==> config.mk <==
export PLATFORM = sky130hd
export DESIGN_NAME = fst_status_timer
export DESIGN_NICKNAME = d
export VERILOG_FILES = /design/src/rtl/fst_pkg.sv /design/src/rtl/fst_reach.sv /design/src/rtl/fst_pulse_ch.sv /design/src/rtl/fst_status_timer.sv
export SDC_FILE = /design/constraint.sdc
export NUM_CORES = 1
export LEC_CHECK = 0
export ABC_CLOCK_PERIOD_IN_PS = 6020
export BUFFER_PORTS_ARGS = -buffer_cell sky130_fd_sc_hd__buf_2
export CORE_AREA = 5 5 168 170
export CTS_CLUSTER_SIZE = 12
export DETAILED_ROUTE_END_ITERATION = 8
export DIE_AREA = 0 0 173 175
export PLACE_DENSITY = 0.79
export SYNTH_ARGS = -nofsm -noshare
export SYNTH_HDL_FRONTEND = slang
export SYNTH_HIERARCHICAL = 1
export SYNTH_SLANG_ARGS = --single-unit
==> constraint.sdc <==
create_clock -name clk -period 6.02 [get_ports clk]
set_clock_uncertainty 0.05 [all_clocks]
set_input_delay 0.301 -clock clk [delete_from_list [all_inputs] [get_ports clk]]
set_output_delay 0.301 -clock clk [all_outputs]
set_load 0.02 [all_outputs]
==> src/rtl/fst_pkg.sv <==
package fst_pkg;

    typedef enum logic [1:0] {
        CH_IDLE,
        CH_LEAD,
        CH_HIGH,
        CH_HIGH_RELOAD
    } ch_state_e;

    localparam int NUM_CH = 3;
    localparam int WORD_W = 8;

    // Status word bit positions are decoded by software: keep them fixed.
    localparam int POS_WR  = 5;
    localparam int POS_XF  = 4;
    localparam int POS_DR  = 0;

endpackage

==> src/rtl/fst_reach.sv <==
module fst_reach #(
    parameter int TW = 32
) (
    input  logic          live_i,
    input  logic [TW-1:0] now_i,
    input  logic [TW-1:0] dl_i,
    output logic          hit_o
);
    logic [TW-1:0] gap;

    always_comb begin
        gap   = now_i - dl_i;
        hit_o = live_i && !gap[TW-1];
    end
endmodule

==> src/rtl/fst_pulse_ch.sv <==
module fst_pulse_ch
    import fst_pkg::*;
#(
    parameter int TW   = 32,
    parameter int LEAD = 60,
    parameter int LEN  = 160
) (
    input  logic          clk,
    input  logic          rst_n,
    input  logic [TW-1:0] now_i,
    input  logic          wr_i,
    output logic          lvl_nxt_o
);
    localparam logic          IMMED  = (LEAD == 0);
    localparam logic [TW-1:0] LEAD_W = TW'(LEAD);
    localparam logic [TW-1:0] LEN_W  = TW'(LEN);

    ch_state_e     st_q, st_exp, st_d;
    logic [TW-1:0] on_dl_q, on_dl_d;
    logic [TW-1:0] off_dl_q, off_dl_d;
    logic          on_live, off_live;
    logic          on_hit, off_hit;
    logic          lvl_q;
    logic [TW-1:0] ord_gap;

    assign on_live  = (st_q == CH_LEAD) || (st_q == CH_HIGH_RELOAD);
    assign off_live = (st_q != CH_IDLE);
    assign lvl_q    = (st_q == CH_HIGH) || (st_q == CH_HIGH_RELOAD);
    assign ord_gap  = off_dl_q - on_dl_q;

    fst_reach #(.TW(TW)) u_on_cmp (
        .live_i(on_live), .now_i(now_i), .dl_i(on_dl_q), .hit_o(on_hit)
    );
    fst_reach #(.TW(TW)) u_off_cmp (
        .live_i(off_live), .now_i(now_i), .dl_i(off_dl_q), .hit_o(off_hit)
    );

    // Expiry first: deadlines reached at this tick are consumed.
    always_comb begin
        st_exp = st_q;
        unique case (st_q)
            CH_IDLE:        st_exp = CH_IDLE;
            CH_LEAD:        st_exp = on_hit ? (off_hit ? CH_IDLE : CH_HIGH) : CH_LEAD;
            CH_HIGH:        st_exp = off_hit ? CH_IDLE : CH_HIGH;
            CH_HIGH_RELOAD: st_exp = off_hit ? CH_IDLE : (on_hit ? CH_HIGH : CH_HIGH_RELOAD);
        endcase
    end

    // Then the write: arm, reload or extend.
    always_comb begin
        st_d     = st_exp;
        on_dl_d  = on_dl_q;
        off_dl_d = off_dl_q;
        if (wr_i) begin
            if (IMMED) begin
                st_d     = CH_HIGH;
                off_dl_d = (st_exp == CH_IDLE) ? now_i + LEN_W : off_dl_q + LEN_W;
            end else begin
                unique case (st_exp)
                    CH_IDLE: begin
                        st_d     = CH_LEAD;
                        on_dl_d  = now_i + LEAD_W;
                        off_dl_d = now_i + LEAD_W + LEN_W;
                    end
                    CH_LEAD: begin
                        off_dl_d = off_dl_q + LEN_W;
                    end
                    CH_HIGH: begin
                        st_d     = CH_HIGH_RELOAD;
                        on_dl_d  = now_i + LEAD_W;
                        off_dl_d = off_dl_q + LEN_W;
                    end
                    CH_HIGH_RELOAD: begin
                        off_dl_d = off_dl_q + LEN_W;
                    end
                endcase
            end
        end
    end

    // Output process: flag level after this tick's updates.
    always_comb begin
        lvl_nxt_o = (st_d == CH_HIGH) || (st_d == CH_HIGH_RELOAD);
    end

    // State register.
    always_ff @(posedge clk) begin
        if (!rst_n) begin
            st_q     <= CH_IDLE;
            on_dl_q  <= '0;
            off_dl_q <= '0;
        end else begin
            st_q     <= st_d;
            on_dl_q  <= on_dl_d;
            off_dl_q <= off_dl_d;
        end
    end

    assert_off_extend_R6: assert property (@(posedge clk) disable iff (!rst_n)
        (wr_i && off_live && !off_hit) |=> (off_dl_q == TW'($past(off_dl_q) + LEN_W)));

    assert_on_kept_R7: assert property (@(posedge clk) disable iff (!rst_n)
        (wr_i && on_live && !on_hit) |=> (on_dl_q == $past(on_dl_q)));

    assert_off_after_on_R7: assert property (@(posedge clk) disable iff (!rst_n)
        on_live |-> (!ord_gap[TW-1] && (ord_gap != '0)));

    assert_rise_cause_R2: assert property (@(posedge clk) disable iff (!rst_n)
        $rose(lvl_q) |-> $past(wr_i || on_hit));

    assert_fall_cause_R9: assert property (@(posedge clk) disable iff (!rst_n)
        $fell(lvl_q) |-> $past(off_hit));
endmodule

==> src/rtl/fst_status_timer.sv <==
module fst_status_timer
    import fst_pkg::*;
#(
    parameter int TW      = 32,
    parameter int WR_LEN  = 60,
    parameter int XF_LEAD = 60,
    parameter int XF_LEN  = 160,
    parameter int DR_LEAD = 120,
    parameter int DR_LEN  = 420
) (
    input  logic              clk,
    input  logic              rst_n,
    input  logic [TW-1:0]     tick_now,
    input  logic              wr_stb,
    input  logic              rd_stb,
    output logic [WORD_W-1:0] rd_word
);
    localparam int LEAD_A [NUM_CH] = '{0, XF_LEAD, DR_LEAD};
    localparam int LEN_A  [NUM_CH] = '{WR_LEN, XF_LEN, DR_LEN};
    localparam int POS_A  [NUM_CH] = '{POS_WR, POS_XF, POS_DR};
    localparam logic [WORD_W-1:0] USED_MASK =
        (WORD_W'(1) << POS_WR) | (WORD_W'(1) << POS_XF) | (WORD_W'(1) << POS_DR);

    logic [NUM_CH-1:0] lvl_nxt;
    logic [WORD_W-1:0] view;

    for (genvar g = 0; g < NUM_CH; g++) begin : g_ch
        fst_pulse_ch #(
            .TW  (TW),
            .LEAD(LEAD_A[g]),
            .LEN (LEN_A[g])
        ) u_ch (
            .clk      (clk),
            .rst_n    (rst_n),
            .now_i    (tick_now),
            .wr_i     (wr_stb),
            .lvl_nxt_o(lvl_nxt[g])
        );
    end

    always_comb begin
        view = '0;
        for (int i = 0; i < NUM_CH; i++) view[POS_A[i]] = lvl_nxt[i];
    end

    always_ff @(posedge clk) begin
        if (!rst_n)      rd_word <= '0;
        else if (rd_stb) rd_word <= view;
    end

    assert_wr_sets_now_R9: assert property (@(posedge clk) disable iff (!rst_n)
        (wr_stb && rd_stb) |=> rd_word[POS_WR]);

    assert_spare_zero_R5: assert property (@(posedge clk) disable iff (!rst_n)
        ((rd_word & ~USED_MASK) == '0));

    assert_hold_R10: assert property (@(posedge clk) disable iff (!rst_n)
        !$past(rd_stb) |-> $stable(rd_word));
endmodule

; Yosys cells after proc, flatten, opt, wreduce, memory -nomap -nowiden
; Cells that the tools add are included.
[word_totals]
output_inout_bits = 8
register_bits = 169
latch_bits = 0
romBits = 0
mem_bits_rw = 0
word_cells = 98
in_bits = 36
mem_count = 0
[classes]
shifts = 0
reduce_logical = 33
n_mul = 0
bitwise = 0
n_div = 0
n_mux = 23
eq_ne = 21
order_cmp = 0
addsub = 12
[ops]
columns = cell, count
row1 = 32-bit subtractor, 5
row2 = 32-bit one-hot mux with 2 select lines, 2
row3 = 32-bit by 6-bit adder with 32-bit output (second input constant), 2
row4 = 32-bit by 8-bit adder with 32-bit output (second input constant), 2
row5 = 32-bit by 9-bit adder with 32-bit output (second input constant), 2
row6 = 32-bit by 7-bit adder with 32-bit output (second input constant), 1
row7 = 2-bit equality test (second input constant), 16
row8 = 32-bit two-way mux, 1
row9 = 2-bit two-way mux, 12
row10 = 2-bit one-hot mux with 4 select lines, 3
row11 = 2-bit zero test, 6
row12 = 2-bit by 1-bit equality test with 1-bit output (second input constant), 5
row13 = 2-bit one-hot mux with 2 select lines, 2
row14 = 1-bit logical AND, 6
row15 = 1-bit zero test, 6
row16 = 1-bit logical OR, 6
row17 = 2-bit nonzero test, 3
row18 = 3-bit OR reduction, 2
row19 = 2-bit AND reduction, 2
row20 = 2-bit OR reduction, 2
row21 = 1-bit two-way mux, 3

; Depth between registers and ports, before layout
; Gate-level depths: netlist of run 1.
[depth]
ltp_word = 11
ltp_mapped = 25
mapped_depth_nobuf = 20

; Cells and area by module
; Netlist of run 1, hierarchy kept.
[by_module_without_submodules]
columns = module, instances, area_per_inst_um2, seq_area_each_um2, cells_per_inst
row1 = fst_reach, 6, 787.0, 0.0, 115
row2 = fst_pulse_ch at g_ch[1].u_ch, 1, 4108.9, 1321.3, 517
row3 = fst_pulse_ch at g_ch[2].u_ch, 1, 4031.4, 1321.3, 521
row4 = fst_pulse_ch at g_ch[0].u_ch, 1, 2672.6, 680.7, 348
row5 = fst_status_timer, 1, 150.1, 60.1, 15

; Worst setup path before layout of run 1
; OpenSTA, ideal clock, no wires.
[synth_path]
path_type = register to register
from = reg g_ch[1].u_ch.off_dl_q[22]
to = reg g_ch[1].u_ch.off_dl_q[31]
setup_ns = 0.127
required_ns = 5.843
setup_slack_ns = 0.495
stages_incl_launch_ff = 26
t_arrival_ns = 5.348
n_path_buf = 5
period_less_slack_ns = 5.525
path_cell_list = dfxtp_1 -> inv_1 -> ha_1 -> a21oi_2 -> o21ai_0 -> a221o_1 -> a211o_1 -> a2111o_1 -> nand3_1 -> o21ai_0 -> nand2_1 -> clkbuf_1 -> clkbuf_1 -> clkbuf_1 -> buf_1 -> nor2_1 -> a21oi_1 -> ha_1 -> inv_1 -> a211o_1 -> nor4_4 -> and4_1 -> buf_4 -> nand3_2 -> a211oi_2 -> o32ai_1
[synth_via]
elab_chain_len = 9
elab_cells_between_ends = 14
cone_classes = add/sub (2) / eq/ne (3) / mux (5) / reduce/logical (4)
[synth_lines]
columns = element, line
row1 = "start, declared", fst_pulse_ch.sv:20  ; logic [TW-1:0] off_dl_q, off_dl_d;
row2 = "start signal, assigned", fst_pulse_ch.sv:95  ; off_dl_q <= off_dl_d;
row3 = 32-bit subtractor *, fst_reach.sv:12  ; gap = now_i - dl_i;
row4 = 1-bit zero test *, fst_reach.sv:13  ; hit_o = live_i && !gap[TW-1];
row5 = 1-bit logical AND *, fst_reach.sv:13
row6 = net g_ch[1].u_ch.off_hit, fst_pulse_ch.sv:22  ; logic on_hit, off_hit;
row7 = 2-bit two-way mux, "fst_pulse_ch.sv:43, fst_pulse_ch.sv:44"
row8 = 2-bit two-way mux, fst_pulse_ch.sv:43  ; CH_LEAD: st_exp = on_hit ? (off_hit ? CH_IDLE : CH_HIGH) : CH_LEAD;
row9 = 2-bit one-hot mux with 4 select lines *, fst_pulse_ch.sv:41  ; unique case (st_q)
row10 = 2-bit by 1-bit equality test with 1-bit output or 2-bit equality test (tied branches), fst_pulse_ch.sv:59  ; unique case (st_exp)
row11 = 3-bit OR reduction (no source line), -
row12 = 32-bit one-hot mux with 2 select lines *, fst_pulse_ch.sv:59
; Mark *: on every way through the listed nets, which the timed path passes. The rest lies on a longest branch.
; A chain may end at the register's enable or synchronous reset.

; Final worst setup path of run 1
[layout_path]
from = reg g_ch[0].u_ch.off_dl_q[29]
to = reg g_ch[0].u_ch.off_dl_q[28]
[layout_via]
elab_chain_len = 8
elab_cells_between_ends = 9
cone_classes = add/sub (1) / mux (5) / reduce/logical (3)
[layout_lines]
columns = element, line
row1 = "start, declared", fst_pulse_ch.sv:20
row2 = "start signal, assigned", fst_pulse_ch.sv:95
row3 = 32-bit subtractor *, fst_reach.sv:12
row4 = 1-bit zero test *, fst_reach.sv:13
row5 = 1-bit logical AND *, fst_reach.sv:13
row6 = net g_ch[0].u_ch.off_hit, fst_pulse_ch.sv:22
row7 = 2-bit two-way mux, "fst_pulse_ch.sv:43, fst_pulse_ch.sv:44"
row8 = 2-bit two-way mux, fst_pulse_ch.sv:43
row9 = 2-bit one-hot mux with 4 select lines *, fst_pulse_ch.sv:41
row10 = 2-bit zero test *, fst_pulse_ch.sv:57  ; off_dl_d = (st_exp == CH_IDLE) ? now_i + LEN_W : off_dl_q + LEN_W;
row11 = 32-bit two-way mux *, fst_pulse_ch.sv:57
; Marked as above.

==> reports/results.ini, run 1 <==
[status]
outcome = completed

[floorplanning]
rows = 60
core_region_area_um2 = 26580
die_h_um = 175
dieWidth_um = 173
fp.dieArea_um2 = 30280
pin_count = 44
start_util = 0.5902

[worst_setup_path]
slowest_delay_ns = 0.72
crit_required_ns = 6.30
arrival_ns = 5.77
crit-reg2reg-capture = g_ch[0].u_ch/off_dl_q[28]
cp_slowest_cell = or4_1
cp-end-kind = flip-flop
rr_startpoint = g_ch[0].u_ch/off_dl_q[29]
cp_max_fo = 15
r2r_cells = 13
path_class = flip-flop to flip-flop
critPathLaunchType = flip-flop
cp_cell_sequence = inv_1 -> ha_1 -> nand4_1 -> nor4_1 -> a2111o_1 -> nand3_1 -> a21oi_4 -> o221ai_2 -> or4_1 -> or3_1 -> or3_4 -> o21ba_1 -> o41a_1
timing.reg2reg.setup_slack_ns = 0.53

[grt]
grt_pass1_wl_um = 75600
overflow = 0
track_usage = 0.2996
grt_pass1_vias = 14850
grt_max_degree = 72
antenna_found_initial = 0

[hold_path]
min_delay_path_depth = 3
hold_path_end = g_ch[2].u_ch/on_dl_q[0]
hold_path_class = primary input to flip-flop
hold_start = tick_now[0]

[route]
wl_per_cell_um = 19.05
vias = 15860
dr.first_iter.drc_count = 1563
postRouteWirelength_um = 47220
via_per_inst = 6.399
post-route-drc-count = 0
first_pass_iters = 7
ant_nets = 0

[place]
place.port_buffers = 38
dp_hpwl_um = 34390
gp_congestion = 0.9606

[synthesis]
yosys.area.top_type = dfxtp_1
synth_xor_area_frac = 0.04690
syn_inst = 2091
synth_area_leaders = dfxtp_1 22%, ha_1 15%, inv_1 5.0%
synth_simple_gate_area_frac = 0.2397
synthArstFlopShare = 0
ys_warn_count = 6
synthAdderAreaFrac = 0.1476
syn_area_um2 = 15690
synthMuxAreaShare = 0.03446
ys_ff_latch = 169
ys_types = 102
ys_seq_area_frac = 0.2157
synth_compound_area_frac = 0.2372
syn_avg_cell_area_um2 = 7.501
synth_top_area_share = 0.2157
ys_top_cells_by_count = 207 x inv_1, 204 x nor2_1, 185 x ha_1
synth_top_family_by_area = simple AND/OR/NAND/NOR gates
synth_edf_count = 0
ys.flop_type = dfxtp_1
synth_most_common_cell = inv_1

[sta]
finalCritPeriodShare = 0.9124
setup_viol = 0
rsz0062_at_grt = no
worst_slew_pin_slew_ns = 1.212
relSlewSlack = 0.1903
period_needed_ns = 5.492
final_hold_viol_count = 0
setup_tns_ns = 0
clock.fmax_mhz = 182.1
slew_viol_final = 0

[cts]
worstSkewPairLatency_ns = 0.44
cts_buffers = 17
cts_resized = 0
cts.path.max_buffers = 2
cts_tree = done
clkTransAtPathRegs_ns = 0.07
postCtsSetupRepairBufs = 0
cts_root_buf = clkbuf_16
cts.sinks = 169
h-tree-depth = 4
cts_hold_buffers = 0

[layout]
antenna_cells = 0
syn_to_final_growth_pct = 7.778
drive_above_1_share = 0.09121
nNetsFinal = 2348
nFillCells = 2371

[power]
power_density_nw_per_um2 = 213.7
clkPwrFrac = 0.299
power.total_w = 0.003612
p_sw_frac = 0.3775
leakagePower_nw = 6.568
power_frac_comb = 0.338
ir_worst_vdd_uv = 182.7
pwr-share-seq = 0.363
p_sw_w = 0.001364
p_int_w = 0.002249

[run]
cap_viol_max_count = 0

[layout by cell type, fill, tap and decap left out, types with 64 or more instances in the layout]
cell type,netlist,routed
nand3_1,81,81
dfxtp_1,169,169
nor2_1,204,201
o21ai_0,113,113
a211oi_1,74,74
ha_1,185,185
a21oi_1,143,143
nand2_1,175,175
nand4_1,64,64
inv_1,207,207
[worst max-delay path: cells and delay by family (launching register included)]
family / cells / cell delay, ns
AOI/OAI and AO/OA: 5 / 1.65
adders and majority gates: 1 / 0.33
buffers and inverters: 1 / 0.07
DFF: 1 / 0.44
and+or+nand+nor: 6 / 2.85
[area by class of cell]
type	instances	area [um^2]	area share
clock buffers	17	425.4	0.02516
clock inverters	13	122.6	0.007253
inverters	212	795.8	0.04707
multi-input cells	1645	11230	0.6642
flip-flops and latches	169	3383	0.2001
well taps	341	426.7	0.02524
repair buffers	82	523.0	0.03094
[metal layers]
| metal | GRT usage | wire length (um) |
|---|---|---|
| met5 | 0 | 0 |
| met4 | 0.1144 | 1708 |
| met3 | 0.03916 | 3235 |
| met2 | 0.5075 | 22280 |
| met1 | 0.3900 | 20000 |
[how the worst max path moves through the flow]
| stage | start | end | slack [ns] | cells past startpoint |
|---|---|---|---|---|
| 2_1_floorplan | g_ch[1].u_ch/off_dl_q[22] | g_ch[1].u_ch/off_dl_q[31] | 0.49 | 25 |
| 3_3_place_gp | tick_now[24] | g_ch[2].u_ch/off_dl_q[28] | 0.44 | 17 |
| 3_5_place_dp | tick_now[24] | g_ch[2].u_ch/off_dl_q[28] | 0.42 | 17 |
| 4_1_cts | g_ch[0].u_ch/off_dl_q[29] | g_ch[0].u_ch/off_dl_q[28] | 0.66 | 13 |
| 5_1_grt | g_ch[2].u_ch/off_dl_q[29] | g_ch[2].u_ch/off_dl_q[30] | 0.23 | 16 |
| 6_report | g_ch[0].u_ch/off_dl_q[29] | g_ch[0].u_ch/off_dl_q[28] | 0.53 | 13 |
[flip-flops by register name (all words and copies together) (netlist names)]
register,flops
g_ch.u_ch/on_dl_q,64
g_ch.u_ch/st_q,6
g_ch.u_ch/off_dl_q,96
rd_word,3
[power by group through the flow]
stage | clock network, W | logic (W) | registers, W
detailed placement | 0 | 0.00119 | 0.00133
floorplan | 0 | 0.000869 | 0.00130
CTS | 0.00110 | 0.00120 | 0.00131
global placement | 0 | 0.00115 | 0.00133
global route | 0.00115 | 0.00136 | 0.00132
finish | 0.00108 | 0.00122 | 0.00131
[cells by family (layout without fill, tap and decap cells)]
| family | Yosys count | after routing |
|---|---|---|
| buffers and inverters | 312 | 324 |
| adder cells (fa/ha/maj) | 185 | 185 |
| AND/OR/NAND/NOR | 737 | 737 |
| other | 2 | 37 |
| flip-flops | 169 | 169 |
| multiplexers | 53 | 53 |
| XOR/XNOR | 84 | 84 |
| AO/OA/AOI/OAI | 549 | 549 |
[metrics by stage]
stage / utilization / cell area, um^2 / hold WS [ns] / instances / worst slack [ns]
2_1_floorplan: - / 15820 / 0.3466 / 2126 / 0.4950
3_3_place_gp: 0.6155 / 16360 / 0.3889 / 2449 / 0.4383
3_5_place_dp: 0.6155 / 16360 / 0.3962 / 2449 / 0.4207
4_1_cts: 0.6361 / 16910 / 0.1585 / 2479 / 0.6637
5_1_grt: 0.6361 / 16910 / 0.1873 / 2479 / 0.2347
6_report: 0.6361 / 16910 / 0.1668 / 2479 / 0.5276
Power figures use the tool's default switching activity.
==> run 2, diff against run 1 <==
Settings changed: ABC_CLOCK_PERIOD_IN_PS 6020 to default, CTS_BUF_LIST from default to sky130_fd_sc_hd__clkbuf_2 sky130_fd_sc_hd__clkbuf_4 sky130_fd_sc_hd__clkbuf_8.
==> reports/results.ini, run 2 (synthesized netlist as in run 1, its figures left out) <==
[status]
outcome = completed

[sta]
clock.fmax_mhz = 181.9
fin_ws_ns = 0.5236
setup_viol = 0
relSlewSlack = 0.1927
rsz0062_at_grt = no
period_needed_ns = 5.496
holdWs_ns = 0.1333
worst_slew_pin_slew_ns = 1.208
setup_tns_ns = 0
final_hold_viol_count = 0
slew_viol_final = 0
finalCritPeriodShare = 0.9130

[grt]
grt_pass1_vias = 14800
grt_max_degree = 72
track_usage = 0.2976
grt_pass1_wl_um = 75200
antenna_found_initial = 0
overflow = 0

[worst_setup_path]
cp_max_fo = 15
arrival_ns = 5.85
crit_required_ns = 6.38
cp-end-kind = flip-flop
path_class = flip-flop to flip-flop
critPathLaunchType = flip-flop

[run]
cap_viol_max_count = 0

[floorplanning]
core_region_area_um2 = 26580
dieWidth_um = 173
fp.dieArea_um2 = 30280
start_util = 0.5902
rows = 60
die_h_um = 175
pin_count = 44

[place]
dp_slack_ns = 0.4207
place.port_buffers = 38
gp_congestion = 0.9606
dp_hpwl_um = 34390

[cts]
postCtsSetupRepairBufs = 0
cts_tree = done
clkTransAtPathRegs_ns = 0.10
cts.path.max_buffers = 2
cts_resized = 0
cts_hold_buffers = 0
h-tree-depth = 4
worstSkewPairLatency_ns = 0.47
cts.sinks = 169
cts_root_buf = clkbuf_8
cts_buffers = 17

[layout]
postLayoutCoreUtil = 0.6289
nNetsFinal = 2348
drive_above_1_share = 0.09121
mostFrequentLayoutCell = inv_1
antenna_cells = 0
reg_top3 = g_ch.u_ch/off_dl_q: 96 flops, g_ch.u_ch/on_dl_q: 64 flops, g_ch.u_ch/st_q: 6 flops
largest_register_ffs = 96
final_cell_mix = 207 x inv_1, 201 x nor2_1, 185 x ha_1
nFillCells = 2405
largest-register = g_ch.u_ch/off_dl_q
syn_to_final_growth_pct = 6.557

[route]
wl_per_cell_um = 18.98
first_pass_iters = 7
post-route-drc-count = 0
dr.first_iter.drc_count = 1524
vias = 15850
postRouteWirelength_um = 47040
via_per_inst = 6.392
ant_nets = 0

[power]
ir_worst_vdd_uv = 151.5
power.total_w = 0.003338
leakagePower_nw = 6.481
power_density_nw_per_um2 = 199.7

[hold_path]
hold_path_class = primary input to flip-flop

## run 2: cell counts in the layout (fill, tap and decap cells not counted)
No cell type changed its count.
## run 2: path summary, 6_finish.rpt
check	slack (ns)	end	cells past startpoint	startpoint
worst min-delay path	0.13	g_ch[2].u_ch/on_dl_q[0]	3	tick_now[0]
worst max register to register	0.52	g_ch[2].u_ch/off_dl_q[28]	16	g_ch[2].u_ch/off_dl_q[20]
worst min register to register	0.41	g_ch[0].u_ch/off_dl_q[0]	2	g_ch[0].u_ch/off_dl_q[0]
worst max-delay path	0.52	g_ch[2].u_ch/off_dl_q[28]	16	g_ch[2].u_ch/off_dl_q[20]
## run 2: area by class of cell
cell class                      instances  area (um^2)  area share
Inverter                              212        795.8     0.04761
Sequential cell                       169         3383      0.2024
Clock buffer                           17        234.0     0.01400
Clock inverter                         13        122.6    0.007336
Multi-Input combinational cell       1645        11230      0.6718
Tap cell                              341        426.7     0.02553
Timing Repair Buffer                   82        523.0     0.03129
## run 2: per-stage QoR
step,area [um^2],instances
final,16710,2479
after global routing,16710,2479
after CTS,16710,2479
after detailed placement,16360,2449
after global placement,16360,2449
after floorplan,15820,2126
## run 2: worst max-delay path, cell delays in order, from the launching register on
cell      delay [ns]
dfxtp_1         0.41
inv_1           0.06
ha_1            0.28
a21oi_1         0.14
o21ai_0         0.12
a221o_1         0.34
a211o_1         0.31
nand3_1         0.10
nand3_1         0.39
o21a_1          0.37
nor2_1          0.93
o31ai_1         0.33
a211o_1         0.32
or3_1           0.44
nand4b_1        0.27
or3_1           0.40
a31oi_1         0.15
## run 2: where the power goes
| group | leakage [nW] | switching [W] | internal, W |
|---|---|---|---|
| clock | 0.177 | 0.000479 | 0.000329 |
| combinational | 4.91 | 0.000764 | 0.000457 |
| sequential | 1.40 | 0.0000898 | 0.00122 |
## run 2: metal layers
metal	vias up	global-route usage	wire length, um
met5	-	0	0
met4	0	0.1184	1710
met3	127	0.03808	3266
met2	714	0.5017	21950
met1	7358	0.3880	20120
li1	7646	-	-
==> run 3, diff against run 2 <==
Settings changed: REMOVE_ABC_BUFFERS from default to 1.
==> reports/results.ini, run 3 (synthesized netlist as in run 1, its figures left out) <==
[worst_setup_path]
startpoint = g_ch[2].u_ch/off_dl_q[22]
timing.reg2reg.setup_slack_ns = 0.49
critPathLaunchType = flip-flop
cp-end-kind = flip-flop
path_class = flip-flop to flip-flop
r2r_cells = 16
cp_cell_sequence = inv_1 -> ha_1 -> a21oi_2 -> o21ai_0 -> a221o_1 -> a211o_1 -> nand3_1 -> nand3_1 -> o21a_1 -> nor2_1 -> o31ai_1 -> a211o_1 -> or3_1 -> nand4b_1 -> or3_1 -> a31oi_1
cp_slowest_cell = nor2_1
crit_required_ns = 6.39
arrival_ns = 5.90
rr_startpoint = g_ch[2].u_ch/off_dl_q[22]
cp_top_family = simple AND/OR/NAND/NOR gates
crit_buf_inv = 1
cp_max_fo = 15
crit-reg2reg-capture = g_ch[2].u_ch/off_dl_q[28]
slowest_delay_ns = 0.86

[sta]
relSlewSlack = 0.1962
holdWs_ns = 0.1144
setup_viol = 0
finalCritPeriodShare = 0.9179
rsz0062_at_grt = no
slew_viol_final = 0
worst_slew_pin_slew_ns = 1.203
period_needed_ns = 5.526
final_hold_viol_count = 0
setup_tns_ns = 0
clock.fmax_mhz = 181.0

[power]
power_density_nw_per_um2 = 201.3
ir_worst_vdd_uv = 150.7
leakagePower_nw = 6.452

[grt]
grt_max_degree = 113
track_usage = 0.2958
grt_pass1_vias = 15180
antenna_found_initial = 0
grt_pass1_wl_um = 75290
overflow = 0

[cts]
cts.sinks = 169
h-tree-depth = 4
worstSkewPairLatency_ns = 0.48
cts_root_buf = clkbuf_8
postCtsSetupRepairBufs = 0
cts.path.max_buffers = 2
cts_hold_buffers = 0
cts_resized = 0
cts_tree = done
clkTransAtPathRegs_ns = 0.12
cts_buffers = 17

[layout]
final_cell_mix = 207 x inv_1, 201 x nor2_1, 185 x ha_1
mostFrequentLayoutCell = inv_1
largest_register_ffs = 96
largest-register = g_ch.u_ch/off_dl_q
nNetsFinal = 2339
syn_to_final_growth_pct = 6.350
nFillCells = 2401
reg_top3 = g_ch.u_ch/off_dl_q: 96 flops, g_ch.u_ch/on_dl_q: 64 flops, g_ch.u_ch/st_q: 6 flops
postLayoutCoreUtil = 0.6277
drive_above_1_share = 0.08822
antenna_cells = 0

[hold_path]
hold_start = tick_now[0]
hold_path_end = g_ch[1].u_ch/off_dl_q[0]
hold_path_class = primary input to flip-flop
min_delay_path_depth = 3

[route]
dr.first_iter.drc_count = 1424
postRouteWirelength_um = 45820
via_per_inst = 6.414
post-route-drc-count = 0
ant_nets = 0
first_pass_iters = 6
wl_per_cell_um = 18.54
vias = 15860

[floorplanning]
start_util = 0.5902
core_region_area_um2 = 26580
dieWidth_um = 173
pin_count = 44
fp.dieArea_um2 = 30280
die_h_um = 175
rows = 60

[place]
dp_hpwl_um = 33200
gp_congestion = 0.9590
place.port_buffers = 38

[run]
cap_viol_max_count = 0

[status]
outcome = completed

-- run 3: cell type report --
type | instances | area [um^2] | share of cell area
clock buffers | 18 | 241.5 | 0.01448
clock inverters | 14 | 137.6 | 0.008251
inverters | 212 | 795.8 | 0.04770
multi-input cells | 1645 | 11230 | 0.6731
flip-flops and latches | 169 | 3383 | 0.2028
well taps | 341 | 426.7 | 0.02558
repair buffers | 73 | 467.9 | 0.02805
-- run 3: worst max path at each step --
stage                                           end  slack (ns)  cells past startpoint
after floorplan           g_ch[0].u_ch/off_dl_q[28]        0.50                     16
after CTS                 g_ch[2].u_ch/off_dl_q[28]        0.62                     16
after detailed placement  g_ch[2].u_ch/off_dl_q[28]        0.38                     16
after global routing      g_ch[2].u_ch/off_dl_q[28]        0.19                     16
final                     g_ch[2].u_ch/off_dl_q[28]        0.49                     16
after global placement    g_ch[2].u_ch/off_dl_q[28]        0.42                     16
-- run 3: worst register-to-register path, stage by stage, from the launching register on --
cell      delay (ns)
dfxtp_1         0.42
inv_1           0.08
ha_1            0.33
a21oi_2         0.15
o21ai_0         0.11
a221o_1         0.35
a211o_1         0.33
nand3_1         0.10
nand3_1         0.33
o21a_1          0.38
nor2_1          0.86
o31ai_1         0.33
a211o_1         0.32
or3_1           0.46
nand4b_1        0.31
or3_1           0.42
a31oi_1         0.15
-- run 3: layer usage --
metal,wire [um],track usage,part of all wire,up-vias
met1,19310,0.3679,0.42,7449
met4,1822,0.1413,0.040,0
li1,-,-,-,7609
met5,0,0,0,-
met2,21490,0.5043,0.47,669
met3,3200,0.04349,0.070,128
-- run 3: power by group --
part           internal, W  total (W)  switching [W]
clock             0.000343   0.000838       0.000495
combinational     0.000455    0.00121       0.000755
sequential         0.00122    0.00131      0.0000896
total              0.00202    0.00336        0.00134
-- run 3: through the flow --
step / cell area, um^2 / setup WS [ns] / total power (W) / cells
floorplan: 15390 / 0.4956 / 0.002135 / 2026
global placement: 16300 / 0.4195 / 0.002466 / 2440
detailed placement: 16300 / 0.3816 / 0.002514 / 2440
CTS: 16680 / 0.6223 / 0.003352 / 2472
global route: 16680 / 0.1851 / 0.003573 / 2472
finish: 16680 / 0.4943 / 0.003358 / 2472
